`src/rtl/lu_hazard_pkg.sv`:
```
package lu_hazard_pkg;

  typedef enum logic [1:0] {
    CAUSE_NONE  = 2'b00,
    CAUSE_SRC_A = 2'b01,
    CAUSE_SRC_B = 2'b10,
    CAUSE_BOTH  = 2'b11
  } hazard_cause_e;

  // Combine per-operand hits into a cause code.
  function automatic hazard_cause_e cause_of(input logic hit_a, input logic hit_b);
    hazard_cause_e c;
    unique case ({hit_b, hit_a})
      2'b00:   c = CAUSE_NONE;
      2'b01:   c = CAUSE_SRC_A;
      2'b10:   c = CAUSE_SRC_B;
      default: c = CAUSE_BOTH;
    endcase
    return c;
  endfunction

  // A cause other than none means some operand depends on the load.
  function automatic logic cause_blocks(input hazard_cause_e c);
    return c != CAUSE_NONE;
  endfunction

endpackage

```
`src/rtl/lu_src_match.sv`:
```
module lu_src_match #(
  parameter int REG_W       = 5,
  parameter bit ZERO_EXEMPT = 1'b1
) (
  input  logic [REG_W-1:0] load_dst,
  input  logic [REG_W-1:0] src_reg,
  output logic             hit
);

  logic same;
  assign same = (load_dst == src_reg);

  generate
    if (ZERO_EXEMPT) begin : g_exempt
      logic dst_nonzero;
      assign dst_nonzero = |load_dst;
      assign hit = same && dst_nonzero;
    end else begin : g_plain
      assign hit = same;
    end
  endgenerate

endmodule

```
`src/rtl/lu_ctrl_squash.sv`:
```
module lu_ctrl_squash #(
  parameter int CTRL_W = 9
) (
  input  logic [CTRL_W-1:0] ctrl_in,
  input  logic              squash,
  output logic [CTRL_W-1:0] ctrl_out
);

  genvar i;
  generate
    for (i = 0; i < CTRL_W; i++) begin : g_bit
      assign ctrl_out[i] = ctrl_in[i] & ~squash;
    end
  endgenerate

endmodule

```
`src/rtl/load_use_hazard.sv`:
```
module load_use_hazard
  import lu_hazard_pkg::*;
#(
  parameter int REG_W       = 5,
  parameter int CTRL_W      = 9,
  parameter bit ZERO_EXEMPT = 1'b1
) (
  input  logic              ex_is_load,
  input  logic [REG_W-1:0]  ex_load_dst,
  input  logic [REG_W-1:0]  dec_src_a,
  input  logic [REG_W-1:0]  dec_src_b,
  input  logic [CTRL_W-1:0] dec_ctrl_in,
  output logic              pc_write_en,
  output logic              dec_reg_write_en,
  output logic              stall,
  output logic [CTRL_W-1:0] ex_ctrl_out
);

  localparam int NUM_SRC = 2;

  logic [REG_W-1:0]   src_vec [NUM_SRC];
  logic [NUM_SRC-1:0] src_hit;
  hazard_cause_e      cause;
  logic               load_blocks;

  assign src_vec[0] = dec_src_a;
  assign src_vec[1] = dec_src_b;

  genvar s;
  generate
    for (s = 0; s < NUM_SRC; s++) begin : g_src
      lu_src_match #(
        .REG_W      (REG_W),
        .ZERO_EXEMPT(ZERO_EXEMPT)
      ) u_match (
        .load_dst(ex_load_dst),
        .src_reg (src_vec[s]),
        .hit     (src_hit[s])
      );
    end
  endgenerate

  assign cause       = cause_of(src_hit[0], src_hit[1]);
  assign load_blocks = ex_is_load && cause_blocks(cause);

  assign stall            = load_blocks;
  assign pc_write_en      = ~load_blocks;
  assign dec_reg_write_en = ~load_blocks;

  lu_ctrl_squash #(
    .CTRL_W(CTRL_W)
  ) u_squash (
    .ctrl_in (dec_ctrl_in),
    .squash  (load_blocks),
    .ctrl_out(ex_ctrl_out)
  );

endmodule

```
`config.mk`:
```
export PLATFORM = sky130hd
export DESIGN_NAME = load_use_hazard
export DESIGN_NICKNAME = d
export VERILOG_FILES = /design/src/rtl/lu_hazard_pkg.sv /design/src/rtl/lu_src_match.sv /design/src/rtl/lu_ctrl_squash.sv /design/src/rtl/load_use_hazard.sv
export SDC_FILE = /design/constraint.sdc
export NUM_CORES = 1
export LEC_CHECK = 0
export ABC_AREA = 1
export BUFFER_PORTS_ARGS = -buffer_cell sky130_fd_sc_hd__buf_4
export CAP_MARGIN = 15
export CORE_AREA = 2 2 39 41
export DETAILED_ROUTE_END_ITERATION = 8
export DIE_AREA = 0 0 41 43
export PLACE_DENSITY = 0.69
export SLEW_MARGIN = 30
export SYNTH_ARGS = -nofsm -noshare
export SYNTH_HDL_FRONTEND = slang
export SYNTH_SLANG_ARGS = --single-unit
```
`constraint.sdc`:
```
create_clock -name vclk -period 1.8
set_input_delay 0.09 -clock vclk [all_inputs]
set_output_delay 0.09 -clock vclk [all_outputs]
set_load 0.02 [all_outputs]
```
==> summary.md, run 1 <==
| Metric | Value |
|---|---|
| Status | finished clean |
| CP startpoint kind | input port |
| Fin cells | ~120 |
| Final #Nets | between 100 and 150 |
| Placer Congestion | 0.607 |
| Crit path max-delay cell type | a21oi_1 |
| Syn Std Cell Area | 315 um^2 |
| Largest net degree at the start of global routing | 11 |
| Crit. End Element | output pin |
| Post-cts resize count | 0 |
| Final Hold Viols | 0 |
| Vias after detailed routing | 480 |
| Post-CTS Setup Repair Bufs | 0 |
| Vias per cell | 3.97 |
| Max-Cap Viols | 0 |
| Worst EP required | about 1700 ps |
| Die Y-Extent | 43 um |
| WHS | about 500 ps |
| Worst slew pin tran | 186 ps |
| Total GRT Usage | between 10% and 20% |
| Clock buffer count | 0 |
| Final Total Pwr | ~160 uW |
| Placed cells | 121 |
| Met2 WL | 510 um |
| Fmax | 936 MHz |
| Synth Area per Inst | 4.57 um^2 |
| Post-Syn Nets | 94 |
| DRT Wirelength | 955 um |
| WL met3 | 54 um |
| Top routing layer in use | met4 |
| Area delta synth->final | 92.1% |
| Footprint of the multi-input gates | 221 um^2 |
| Max-slew headroom | ~88% |
| Antenna diodes | 0 |
| # DRC | 0 |
| Full die area | between 1500 and 2000 um^2 |
| Tcrit/Tclk final | 59.3% |
| Power density cells | 257 nW/um^2 |
| Input/output buffers | 37 |
| GRT overflow | 0 |
| Metal-1 WL | 376 um |
| Register Area | 0 um^2 |
| Filler cells | 154 |
| Initial core utilization | 22.8% |
| Syn. warnings | 0 |
| Crit-path max cell delay | approximately 170 ps |
| RSZ-0062 raised after global routing | false |
| Initial antenna violation count | 0 |
| Synth cell types | 13 |
| Share of cells above drive strength 1 | 45.7% |
| Cells along the critical path | buf_4 -> inv_2 -> nand2_1 -> nand2_1 -> nor2_1 -> nand3_1 -> nand2_4 -> a21oi_1 -> buf_4 |
| Fin Setup TNS | 0 ps |
| Slew Limit Fails | 0 |
| I/O pin count | 37 |
| Min Tclk post-route | around 1100 ps |
| Crit Path Max Fanout | 10 |
| Worst setup path class | in2out |
| # rows | 14 |
| DRT iter0 DRCs | 4 |
| Avg WL per Cell | 7.89 um |
| Vias in the first global route | 377 |
| Die Span X | 41 um |
| FF+latch count | 0 |
| Antenna viol nets, final | 0 |
| Sequential fraction of the synthesis area | 0% |
| Hold Path Class | in2out |
| Pleak | 0.414 nW |
| Post-Synthesis Cells | between 60 and 70 |
| Drt first pass iters | 4 |
| Core area | 1380 um^2 |
| Post-CTS Hold Buffers | 0 |
| Global-route wire length before repair | 1500 um |
| Post-DP HPWL | about 860 um |
| Final setup vio count | 0 |
| CP arrival | 980 ps |
| VDD IR max | 0.0000867 V |
## cells by family after synthesis
logic type	Yosys count	synth area share, %
xor gates and xnor gates	2	5.56
and+or+nand+nor	33	48.8
buffers and inverters	24	29.8
AOI/OAI and AO/OA	10	15.9
## layout make-up
cell class         count  area share (%)
inverters             23            14.3
multi-input cells     45            36.6
well taps             16            3.31
repair buffers        37            45.9
## where the power goes
group | internal, mW | switching (mW)
registers | 0 | 0
clock network | 0 | 0
logic | 0.0773 | 0.0781
## cell usage after synthesis
| cell | n | area share [%] |
|---|---|---|
| nor2_1 | 2 | 2.4 |
| nand3_2 | 1 | 3.2 |
| nand2_1 | 24 | 29 |
| inv_2 | 6 | 7.1 |
| xnor2_1 | 2 | 5.6 |
| buf_4 | 1 | 2.4 |
| nand3_1 | 1 | 1.6 |
| nand2_4 | 2 | 7.1 |
| nand4_1 | 1 | 2.0 |
| a21oi_1 | 9 | 14 |
| inv_1 | 17 | 20 |
| nor2_2 | 2 | 4.0 |
| o21ai_1 | 1 | 1.6 |
## routing by layer
metal	vias to the layer above	global-route usage, %
met4	0	1.33
met2	14	17.8
met3	2	0
met5	-	0
li1	270	-
met1	194	16.8
## critical path, delay by kind of cell
kind | cells | cell delay (ps)
AOI/OAI and AO/OA | 1 | 170
and+or+nand+nor | 5 | 370
buffers and inverters | 3 | 340
## per-stage QoR
stage	instance area (um^2)	setup slack (ps)	util, %
2_1_floorplan	315	869	-
3_3_place_gp	606	760	43.8
3_5_place_dp	606	731	43.8
4_1_cts	606	730	43.8
5_1_grt	606	627	43.8
6_report	606	732	43.8
## layout by cell type, fill, tap and decap left out
cell	count
a21oi_1	9
nand4_1	1
nand3_2	1
nand2_4	2
buf_4	37
nand3_1	1
nor2_2	2
nand2_1	24
xnor2_1	2
nor2_1	2
inv_1	17
o21ai_1	1
inv_2	6
## final timing paths
check,slack [ps],start,depth (start not counted),to
setup / recovery,730,ex_load_dst[2],9,ex_ctrl_out[5]
hold / removal,500,dec_ctrl_in[7],4,ex_ctrl_out[7]
Power figures use the tool's default switching activity.
==> run 2: changes to the inputs <==
--- a/config.mk
+++ b/config.mk
@@ -5,13 +5,13 @@
 export SDC_FILE = /design/constraint.sdc
 export NUM_CORES = 1
 export LEC_CHECK = 0
-export ABC_AREA = 1
+export ABC_AREA = 0
 export BUFFER_PORTS_ARGS = -buffer_cell sky130_fd_sc_hd__buf_4
 export CAP_MARGIN = 15
 export CORE_AREA = 2 2 39 41
 export DETAILED_ROUTE_END_ITERATION = 8
 export DIE_AREA = 0 0 41 43
-export PLACE_DENSITY = 0.69
+export PLACE_DENSITY = 0.66
 export SLEW_MARGIN = 30
 export SYNTH_ARGS = -nofsm -noshare
 export SYNTH_HDL_FRONTEND = slang
==> constraint.sdc (replaced) <==
create_clock -name vclk -period 0.9
set_input_delay 0.045 -clock vclk [all_inputs]
set_output_delay 0.045 -clock vclk [all_outputs]
set_load 0.02 [all_outputs]
==> run 2 against run 1 <==
Against the previous run:
- the run now ends with setup timing left
- wire length is 5.0% higher
- largest cell class unchanged
- global-route usage is 0.10 points lower
- highest routed layer is now met3
- combinational power grew to 2.6 times the previous value
- total power grew to 2.6 times the previous value
- critical endpoint is now ex_ctrl_out[0]
- worst hold slack worse by 70 ps
- setup slack worse by 1200 ps
- critical path type unchanged
- final cell count is 26% lower
- via count is 23% lower
==> summary.md, run 2 <==
| Metric | Value |
|---|---|
| Status | complete, but fails checks |
| Failing checks | setup timing |
| Area delta synth->final | 176% |
| Drt first pass iters | 2 (-2) |
| Avg WL per Cell | 11.1 um (+41%) |
| Placed cells | 88 (-27%) |
| Final #Nets | 101 (-23%) |
| Largest net degree at the start of global routing | 11 (unchanged) |
| Total GRT Usage | 11.1% (-0.10 points) |
| Synth Area per Inst | 8.48 um^2 (+85%) |
| Fin util | 52.4% (+8.7 points) |
| CP arrival | 1300 ps (+320 ps) |
| Crit Path Max Fanout | 5 (-5) |
| GRT overflow | 0 (unchanged) |
| Placer Congestion | 0.605 (-0.40%) |
| Pre-CTS WS | -487 ps (-1220 ps) |
| DRT iter0 DRCs | 1 (-3) |
| Worst setup path class | in2out |
| Cell area after layout | 726 um^2 (+20%) |
| Max-Cap Viols | 0 (unchanged) |
| # rows | 14 (unchanged) |
| Synth top area share | 38.6% (+10 points) |
| Antenna diodes | 0 (unchanged) |
| Final Hold Viols | 0 (unchanged) |
| Met2 Usage GRT | 20.6% (+2.8 points) |
| CP startpoint kind | input port |
| Share of cells above drive strength 1 | 83.8% (+38 points) |
| Fin Setup TNS | -5010 ps (-5010 ps) |
| Input/output buffers | 37 (unchanged) |
| Busiest grt layer | met2 |
| Min Tclk post-route | between 1000 and 1500 ps |
| Synth cell types | 11 (-2) |
| Post-Syn Nets | 56 (-40%) |
| Full die area | 1760 um^2 (unchanged) |
| Filler cells | 126 (-18%) |
| DRT Wirelength | 1000 um (+5.0%) |
| Post-Synthesis Cells | 31 (-55%) |
| Commonest cells post-synth | xnor2_1, a21boi_2, nand2_1 |
| Most frequent cell after synthesis | xnor2_1 |
| Max-slew headroom | 85.0% (-2.5 points) |
| Met1 Use GR | 11.1% (-5.7 points) |
| Vias after detailed routing | 372 (-23%) |
| Fmax | 744 MHz |
| Final Total Pwr | 399 uW (+160%) |
| Initial antenna violation count | 0 (unchanged) |
| WHS | 433 ps (-69.9 ps) |
| Crit. End Element | output pin |
| Initial core utilization | 19.0% (-3.8 points) |
| Die Span X | 41 um (unchanged) |
| # DRC | 0 (unchanged) |
| Sequential fraction of the synthesis area | 0% (unchanged) |
| Main area contributors after synthesis | a21boi_2, xnor2_1, buf_6, nand2_1, nand3_1 |
| Fin worst setup slack | -444 ps (-1180 ps) |
| Vias per cell | 4.13 (+4.2%) |
| I/O pin count | 37 (unchanged) |
| Post-DP Area | 609 um^2 (+0.62%) |
| FF+latch count | 0 (unchanged) |
| Vias in the first global route | 361 (-4.2%) |
| Worst slew pin tran | 225 ps (+38.5 ps) |
| Clock buffer count | 0 (unchanged) |
| Syn Std Cell Area | 263 um^2 (-17%) |
| Core area | 1380 um^2 (unchanged) |
| Hold Path Class | in2out |
| Commonest cells after routing, fill and taps aside | buf_4, buf_6, xnor2_1, a21boi_2 |
| RSZ-0062 raised after global routing | true |
| Met3 Use GR | 5.24% (+5.2 points) |
| Post-CTS Hold Buffers | 0 (unchanged) |
| Fin cells | 90 (-26%) |
| Syn. warnings | 0 (unchanged) |
| Most common cell after layout, fill and taps aside | buf_4 |
| Global-route wire length before repair | 1420 um (-5.1%) |
| Slew Limit Fails | 0 (unchanged) |
| Register Area | 0 um^2 (unchanged) |
| Worst EP required | 850 ps (-860 ps) |
| Die Y-Extent | 43 um (unchanged) |
| Antenna viol nets, final | 0 (unchanged) |
| VDD IR max | 0.000236 V (+170%) |
| Final setup vio count | 12 (+12) |
| Pleak | 0.345 nW (-17%) |
| Tcrit/Tclk final | 149% |
| Yosys top cell by area | a21boi_2 |
| Power density cells | 550 nW/um^2 (+110%) |
-- run 2: layout make-up --
class / count / area, um^2 / share of cell area (%)
Multi-Input combinational cell: 28 / 287 / 39.5
Timing Repair Buffer: 46 / 419 / 57.8
Tap cell: 16 / 20.0 / 2.76
-- run 2: cells by family after synthesis --
family | Yosys count | share of synthesized area (%)
xor gates and xnor gates | 10 | 33.3
buffers and inverters | 3 | 9.05
AOI/OAI and AO/OA | 11 | 43.8
and+or+nand+nor | 7 | 13.8
-- run 2: critical path, cell delays in order --
cell	delay [ps]
buf_6	90
or4_4	520
o21a_4	240
buf_12	140
a21boi_2	110
buf_4	150
-- run 2: per-layer routing --
| metal | wire [um] | vias to the layer above |
|---|---|---|
| met1 | 333 | 150 |
| met4 | 0 | 0 |
| li1 | - | 194 |
| met5 | 0 | - |
| met2 | 505 | 28 |
| met3 | 164 | 0 |
-- run 2: final timing paths --
check | endpoint | cells past startpoint | slack, ps | start
max | ex_ctrl_out[0] | 6 | -440 | ex_load_dst[2]
min | ex_ctrl_out[8] | 3 | 430 | dec_ctrl_in[8]
-- run 2: what timing repair did --
action	CTS	global route
endpoints found under the setup margin	12	12
pin swaps	11	5
gates cloned	1	1
resized for setup	12	9
setup buffers	0	0
-- run 2: power by group --
part	total, mW	switching [mW]	internal (mW)
combinational	0.399	0.158	0.241
sequential	0	0	0
clock	0	0	0
total	0.399	0.158	0.241
